### config.mk
export PLATFORM = sky130hd
export DESIGN_NAME = lvmon_ctrl
export DESIGN_NICKNAME = d
export VERILOG_FILES = /design/src/rtl/lvmon_pkg.sv /design/src/rtl/lvmon_sync.sv /design/src/rtl/lvmon_hyst.sv /design/src/rtl/lvmon_regfile.sv /design/src/rtl/lvmon_ctrl.sv
export SDC_FILE = /design/constraint.sdc
export NUM_CORES = 1
export LEC_CHECK = 0
export BUFFER_PORTS_ARGS = -buffer_cell sky130_fd_sc_hd__buf_2
export CORE_AREA = 2 2 39 41
export DETAILED_ROUTE_END_ITERATION = 8
export DIE_AREA = 0 0 41 43
export GPL_ROUTABILITY_DRIVEN = 0
export SYNTH_ARGS = -nofsm -noshare
export SYNTH_HDL_FRONTEND = slang
export SYNTH_SLANG_ARGS = --single-unit
### constraint.sdc
create_clock -name clk -period 1 [get_ports clk]
set_input_delay 0.05 -clock clk [delete_from_list [all_inputs] [get_ports clk]]
set_output_delay 0.05 -clock clk [all_outputs]
set_load 0.02 [all_outputs]
### src/rtl/lvmon_pkg.sv
package lvmon_pkg;
    localparam int unsigned BIT_STAT = 0;
    localparam int unsigned BIT_FLAG = 1;
    localparam int unsigned BIT_IEN  = 2;
    localparam int unsigned BIT_ACK  = 3;
    localparam int unsigned BIT_OFF  = 4;
    localparam int unsigned BIT_RDIS = 5;
    localparam int unsigned MIN_REG_W = 6;

    typedef struct packed {
        logic status;
        logic rst;
    } hyst_st_t;

    typedef struct packed {
        logic flag;
        logic ien;
        logic off;
        logic rdis;
    } reg_st_t;
endpackage

### src/rtl/lvmon_sync.sv
module lvmon_sync #(
    parameter int unsigned STAGES = 2,
    parameter int unsigned WIDTH  = 2
) (
    input  logic             clk,
    input  logic             rst_n,
    input  logic [WIDTH-1:0] d_i,
    output logic [WIDTH-1:0] q_o
);
    for (genvar b = 0; b < WIDTH; b++) begin : g_bit
        logic [STAGES-1:0] sh_d, sh_q;

        if (STAGES == 1) begin : g_one
            always_comb sh_d = d_i[b];
        end else begin : g_many
            always_comb sh_d = {sh_q[STAGES-2:0], d_i[b]};
        end

        always_ff @(posedge clk or negedge rst_n) begin
            if (!rst_n) sh_q <= '0;
            else        sh_q <= sh_d;
        end

        assign q_o[b] = sh_q[STAGES-1];
    end
endmodule

### src/rtl/lvmon_hyst.sv
module lvmon_hyst
    import lvmon_pkg::*;
(
    input  logic clk,
    input  logic rst_n,
    input  logic below_fall_i,
    input  logic above_rise_i,
    input  logic enable_i,
    input  logic rst_en_i,
    output logic status_o,
    output logic rst_o,
    output logic toggle_o,
    output logic rst_nxt_o
);
    hyst_st_t st_d, st_q;

    always_comb begin
        st_d = st_q;
        if (enable_i) begin
            if (below_fall_i)      st_d.status = 1'b1;
            else if (above_rise_i) st_d.status = 1'b0;
        end
        st_d.rst = enable_i & rst_en_i & (below_fall_i | (st_q.rst & ~above_rise_i));
    end

    always_ff @(posedge clk or negedge rst_n) begin
        if (!rst_n) st_q <= '0;
        else        st_q <= st_d;
    end

    assign status_o  = st_q.status;
    assign rst_o     = st_q.rst;
    assign toggle_o  = st_d.status ^ st_q.status;
    assign rst_nxt_o = st_d.rst;
endmodule

### src/rtl/lvmon_regfile.sv
module lvmon_regfile
    import lvmon_pkg::*;
#(
    parameter int unsigned REG_W     = 8,
    parameter bit          OFF_INIT  = 1'b0,
    parameter bit          RDIS_INIT = 1'b0
) (
    input  logic             clk,
    input  logic             rst_n,
    input  logic             wr_i,
    input  logic [REG_W-1:0] wdata_i,
    input  logic             toggle_i,
    input  logic             rst_nxt_i,
    input  logic             status_i,
    input  logic             rst_i,
    output logic             off_o,
    output logic             rdis_o,
    output logic             irq_o,
    output logic [REG_W-1:0] rdata_o
);
    reg_st_t r_d, r_q;
    logic    ack;

    always_comb begin
        r_d = r_q;
        ack = wr_i & wdata_i[BIT_ACK];
        if (wr_i) begin
            r_d.ien  = wdata_i[BIT_IEN];
            r_d.off  = wdata_i[BIT_OFF];
            r_d.rdis = wdata_i[BIT_RDIS];
        end
        if (rst_nxt_i) r_d.ien = 1'b0;
        if (toggle_i)  r_d.flag = 1'b1;
        else if (ack)  r_d.flag = 1'b0;
    end

    always_ff @(posedge clk or negedge rst_n) begin
        if (!rst_n) begin
            r_q.flag <= 1'b0;
            r_q.ien  <= 1'b0;
            r_q.off  <= OFF_INIT;
            r_q.rdis <= RDIS_INIT;
        end else begin
            r_q <= r_d;
        end
    end

    always_comb begin
        rdata_o           = '0;
        rdata_o[BIT_STAT] = status_i;
        rdata_o[BIT_FLAG] = r_q.flag;
        rdata_o[BIT_IEN]  = r_q.ien;
        rdata_o[BIT_OFF]  = r_q.off;
        rdata_o[BIT_RDIS] = r_q.rdis;
    end

    assign off_o  = r_q.off;
    assign rdis_o = r_q.rdis;
    assign irq_o  = r_q.flag & r_q.ien & ~rst_i;
endmodule

### src/rtl/lvmon_ctrl.sv
module lvmon_ctrl
    import lvmon_pkg::*;
#(
    parameter int unsigned SYNC_STAGES   = 2,
    parameter int unsigned REG_W         = 8,
    parameter bit          CFG_OFF_INIT  = 1'b0,
    parameter bit          CFG_RDIS_INIT = 1'b0
) (
    input  logic             clk,
    input  logic             rst_n,
    input  logic             cmp_below_fall_i,
    input  logic             cmp_above_rise_i,
    input  logic             reg_wr_i,
    input  logic [REG_W-1:0] reg_wdata_i,
    output logic [REG_W-1:0] reg_rdata_o,
    output logic             irq_o,
    output logic             lv_reset_o
);
    localparam int unsigned N_CMP = 2;

    logic [N_CMP-1:0] cmp_s;
    logic status, rst_q, toggle, rst_nxt, off, rdis;

    lvmon_sync #(.STAGES(SYNC_STAGES), .WIDTH(N_CMP)) sync_i (
        .clk   (clk),
        .rst_n (rst_n),
        .d_i   ({cmp_above_rise_i, cmp_below_fall_i}),
        .q_o   (cmp_s)
    );

    lvmon_hyst hyst_i (
        .clk          (clk),
        .rst_n        (rst_n),
        .below_fall_i (cmp_s[0]),
        .above_rise_i (cmp_s[1]),
        .enable_i     (~off),
        .rst_en_i     (~rdis),
        .status_o     (status),
        .rst_o        (rst_q),
        .toggle_o     (toggle),
        .rst_nxt_o    (rst_nxt)
    );

    lvmon_regfile #(
        .REG_W     (REG_W),
        .OFF_INIT  (CFG_OFF_INIT),
        .RDIS_INIT (CFG_RDIS_INIT)
    ) regs_i (
        .clk       (clk),
        .rst_n     (rst_n),
        .wr_i      (reg_wr_i),
        .wdata_i   (reg_wdata_i),
        .toggle_i  (toggle),
        .rst_nxt_i (rst_nxt),
        .status_i  (status),
        .rst_i     (rst_q),
        .off_o     (off),
        .rdis_o    (rdis),
        .irq_o     (irq_o),
        .rdata_o   (reg_rdata_o)
    );

    assign lv_reset_o = rst_q;
endmodule

# --- Yosys cells after proc, flatten, opt, wreduce, memory -nomap -nowiden ---
# Cells that the tools add are included.
totals:
  input_bits: 13
  output_inout_bits: 10
  reg_bits: 10
  word_cells: 29
classes:
  bitwise: 12
  muxes: 7
  reduce_logical: 2
ops:
  columns: ["op", "n"]
  rows:
  - ["$and 1x1->1", 6]
  - ["$mux 1", 6]
  - ["$not 1->1", 4]
  - ["$reduce_bool 2->1", 2]
  - ["$mux 3", 1]
  - ["$or 1x1->1", 1]
  - ["$xor 1x1->1", 1]

# --- Depth between registers and ports, before layout ---
depth:
  depth_word: 5
  depth_mapped: 3
  ltp_nobuf: 3

# --- Cells and area by module ---
# A second synthesis with hierarchy kept.
unflattened:
  cells_unflattened: 36
  hier_area_um2: 425.4
by_module_without_submodules:
  columns: ["mod", "area_each_um2", "seq_area_each_um2", "cells_per_inst", "n_inst"]
  rows:
  - ["lvmon_regfile", 203.9, 100.1, 19, 1]
  - ["lvmon_sync", 115.1, 100.1, 6, 1]
  - ["lvmon_hyst", 98.8, 50.0, 9, 1]
  - ["lvmon_ctrl", 7.5, 0.0, 2, 1]

# --- Worst setup path before layout ---
# No wires, ideal clock.
synth_path:
  path_type: "register to register"
  start: "register hyst_i.st_q (netlist bit hyst_i.rst_o)"
  end: "register regs_i.r_q (netlist bit regs_i.rdata_o[2])"
  path_buffers: 0
  path_stages_with_launch: 4
  t_arrival_ns: 0.855
  setup_ns: 0.069
  t_required_ns: 0.931
  period_less_slack_ns: 0.924
  path_slack_ns: 0.076
  cell_sequence: "dfrtp_1 -> nor2b_1 -> o21a_1 -> nor2_2"
synth_via:
  elab_chain_cells: 4
  word_cells_on_any_way: 5
  cone_classes: "mux (1); bitwise (3); reduce/logical (1)"
synth_lines:
  columns: ["item", "line", "text"]
  rows:
  - ["from (decl)", "lvmon_hyst.sv:15", "hyst_st_t st_d, st_q;"]
  - ["from (signal assigned)", "lvmon_hyst.sv:28", "else st_q <= st_d;"]
  - ["$and 1x1->1 *", "lvmon_hyst.sv:23", "st_d.rst = enable_i & rst_en_i & (below_fall_i | (st_q.rst & ~above_rise_i));"]
  - ["$or 1x1->1 *", "lvmon_hyst.sv:23", null]
  - ["$and 1x1->1 *", "lvmon_hyst.sv:23", null]
  - ["named net hyst_i.rst_nxt_o", "lvmon_hyst.sv:13", "output logic rst_nxt_o"]
  - ["$mux 1 / $reduce_bool 2->1 (equally long branches)", null, null]
  - ["to (signal assigned)", "lvmon_regfile.sv:44", "r_q <= r_d;"]
  - ["to (decl)", "lvmon_regfile.sv:21", "reg_st_t r_d, r_q;"]
# The timed path passes the listed nets; every way through them passes the cells marked *.
# A chain may end at the register's enable or synchronous reset.

# --- Worst setup path in the final report ---
layout_path:
  start: "register regs_i.r_q (netlist bit regs_i.rdata_o[1])"
  end: "output irq_o"
layout_via:
  elab_chain_cells: 2
layout_lines:
  columns: ["item", "line", "text"]
  rows:
  - ["$and 1x1->1 (2 in a row)", "lvmon_regfile.sv:59", "assign irq_o = r_q.flag & r_q.ien & ~rst_i;"]
  - ["to (decl)", "lvmon_ctrl.sv:16", "output logic irq_o,"]
# No other way between the ends.

==> summary.txt <==
Timing
  • Max Slew Vio Count: 0
  • Worst Slack Setup Final: -3.39 ps
  • Final worst path period share: 100%
  • Peak Freq: 0.997 GHz
  • Min Clock Period, post-route: 1000 ps
  • Setup violations, final: 1
  • TNS Setup: -3.39 ps
  • Final Skew: 1.11 ps
  • Final hold violations: 0
  • Unrepaired setup endpoints after global routing: yes
  • Hold Slack: between 15 and 20 ps

Pwr
  • Net Sw Frac: ~27%
  • Clock share of power: 34.4%
  • Lkg Pwr: roughly 0.27 nW
  • PD cells: between 1500 and 2000 mW/mm²
  • Worst vdd ir: ~0.9 mV
  • Internal: 0.748 mW
  • Gate power share: 19.0%
  • Seq pwr share: 46.6%
  • Total Power: 1.03 mW
  • Sw Pwr: 0.279 mW

Cells and area
  • Reg area: roughly 250 µm²
  • Area occupied by multi-input gates: between 100 and 150 µm²
  • Fin nets: 66
  • Filler cell count: 140
  • Layout area overhead: 30.6%
  • Design area: between 500 and 600 µm²
  • N_diodes: 0
  • Share of cells above drive strength 1: 44.2%

Floorplanning
  • IO Count: 23
  • Core area: ~0.0014 mm²
  • Die footprint: 0.00176 mm²
  • Height of the die: 43 µm
  • Die width: 41 µm
  • Initial core utilization: 29.8%
  • Row count: 14

Routing
  • First drt pass iteration count: 4
  • Via/cell ratio: roughly 4.1
  • Wire length per cell: 9.88 µm
  • Via count: 276
  • # DRC: 0
  • Post-route ant nets: 0
  • DRT Wirelength: 672 µm
  • Drt initial violations: 5

Placed design
  • Cell Area, Placed: 470 µm²
  • Post-detail-place hpwl: 520 µm
  • Dpl ws: 94.9 ps
  • Port bufs: 15

Run status
  • Failing checks: negative setup slack
  • Status: finished with violations

Synthesis
  • Syn Inst Count: 34
  • Mapped cell area: 413 µm²
  • Cell variety after synth: 13
  • Sequential share of the synthesized area: roughly three fifths
  • Syn avg cell area: 12.1 µm²
  • FF+latch count, synth: 10
  • Syn. warnings: 0

Global routing
  • Total GRT Usage: 10.4%
  • Total congestion overflow: 0
  • Vias in the first global route: 302
  • Antenna violations before repair: 0
  • First-pass GRT wire length: roughly 1.2 mm
  • Largest net degree at the start of global routing: 11

Worst setup path
  • CP Max Fanout: 3
  • Data arrival time of the critical path: 950 ps
  • R2R Path Start: regs_i.off_o
  • Crit path launch: regs_i.rdata_o[1]
  • Worst Path Required: roughly 950 ps
  • Critical path type: reg2out
  • Startpoint Class: register
  • CP endpoint kind: primary output

Clock network
  • Depth of the CTS H-tree: 1
  • CTS Buf Count: 3
  • Reg clk slew, reported paths: about 60 ps
  • Clk_lat worst skew: roughly 260 ps
  • Clock Sinks: 10
  • Clk buf depth: 2
  • CTS tree: done
  • Root buf cell: clkbuf_4
  • Setup repair bufs after CTS: 0

Job
  • # Max-Cap Violations: 0

Hold path
  • Hold Path Class: in2reg
  • Worst hold start: reg_wdata_i[5]
## placed cells by master (no fill, tap or decap)
cell / netlist / layout
buf_2: 0 / 14
buf_4: 6 / 1
clkbuf_4: 0 / 3
clkbuf_8: 0 / 1
conb_1: 1 / 3
dfrtp_1: 10 / 10
dlygate4sd3_1: 0 / 3
mux2_2: 2 / 2
mux2i_1: 1 / 1
nand2_1: 5 / 5
nand2b_1: 2 / 2
nor2_1: 2 / 2
nor2_2: 1 / 1
nor2b_1: 1 / 1
o21a_1: 1 / 1
o221ai_2: 1 / 1
or2b_1: 1 / 1
## worst max-delay path: stages (launching register included)
cell and delay (ps):
dfrtp_1 390, nand2_1 60, nor2_1 90, buf_4 150
## flip-flops by register name (all words and copies together), names as in the netlist
signal / count
hyst_i.rst_o: 1
hyst_i.status_o: 1
regs_i.off_o: 1
regs_i.rdata_o: 2
regs_i.rdis_o: 1
sync_i.g_bit.sh_q: 4
## final timing paths
check	end	slack, ps	depth (start not counted)
setup / recovery	irq_o	-3	3
hold / removal	regs_i.rdis_o	20	2
setup reg to reg	hyst_i.status_o	100	3
hold reg to reg	sync_i.g_bit[1].sh_q[1]	350	0
max in group asynchronous	hyst_i.rst_o	640	2
min in group asynchronous	regs_i.off_o	180	2
## Yosys cell counts
library cell / count / area [µm²]
o21a_1: 1 / 7.51
nor2_2: 1 / 6.26
nand2b_1: 2 / 12.5
mux2i_1: 1 / 10.0
nor2b_1: 1 / 6.26
dfrtp_1: 10 / 250
o221ai_2: 1 / 15.0
nand2_1: 5 / 18.8
nor2_1: 2 / 7.51
buf_4: 6 / 45.0
conb_1: 1 / 3.75
mux2_2: 2 / 22.5
or2b_1: 1 / 7.51
## stage by stage
stage / cells / util, %
floorplan: 36 / -
global placement: 61 / 34.0
detailed placement: 61 / 34.0
CTS: 68 / 39.0
global route: 68 / 39.0
finish: 68 / 39.0
## power by group through the flow
stage | clock, mW | combinational [mW] | sequential, mW
2_1_floorplan | 0 | 0.124 | 0.502
3_3_place_gp | 0 | 0.184 | 0.486
3_5_place_dp | 0 | 0.187 | 0.489
4_1_cts | 0.369 | 0.200 | 0.481
5_1_grt | 0.387 | 0.213 | 0.486
6_report | 0.353 | 0.196 | 0.479
## per-layer routing
| layer | vias to the layer above | track usage (%) | share of wire [%] |
|---|---|---|---|
| met1 | 131 | 11.4 | 40 |
| met5 | - | 0 | 0 |
| met4 | 0 | 8.00 | 1.2 |
| met2 | 9 | 15.3 | 53 |
| li1 | 134 | - | - |
| met3 | 2 | 3.66 | 6.0 |
## timing repair
item,4_1_cts,5_1_grt
endpoints found under the setup margin,1,1
hold endpoints to repair,12,0
gates resized for setup,1,0
hold buffers,3,0
## area by class of cell
type	instances	share of cell area (%)
multi-input cells	20	23.2
well taps	16	3.71
clock buffers	4	6.73
flip-flops and latches	10	46.4
repair buffers	18	20.0
## cells by family after synthesis
family	after synthesis	share of synthesized area, %
compound gates	2	5.45
buf+inv	6	10.9
flops	10	60.6
mux	3	7.88
other cells	1	0.908
simple gates	12	14.2
Power figures use the tool's default switching activity.
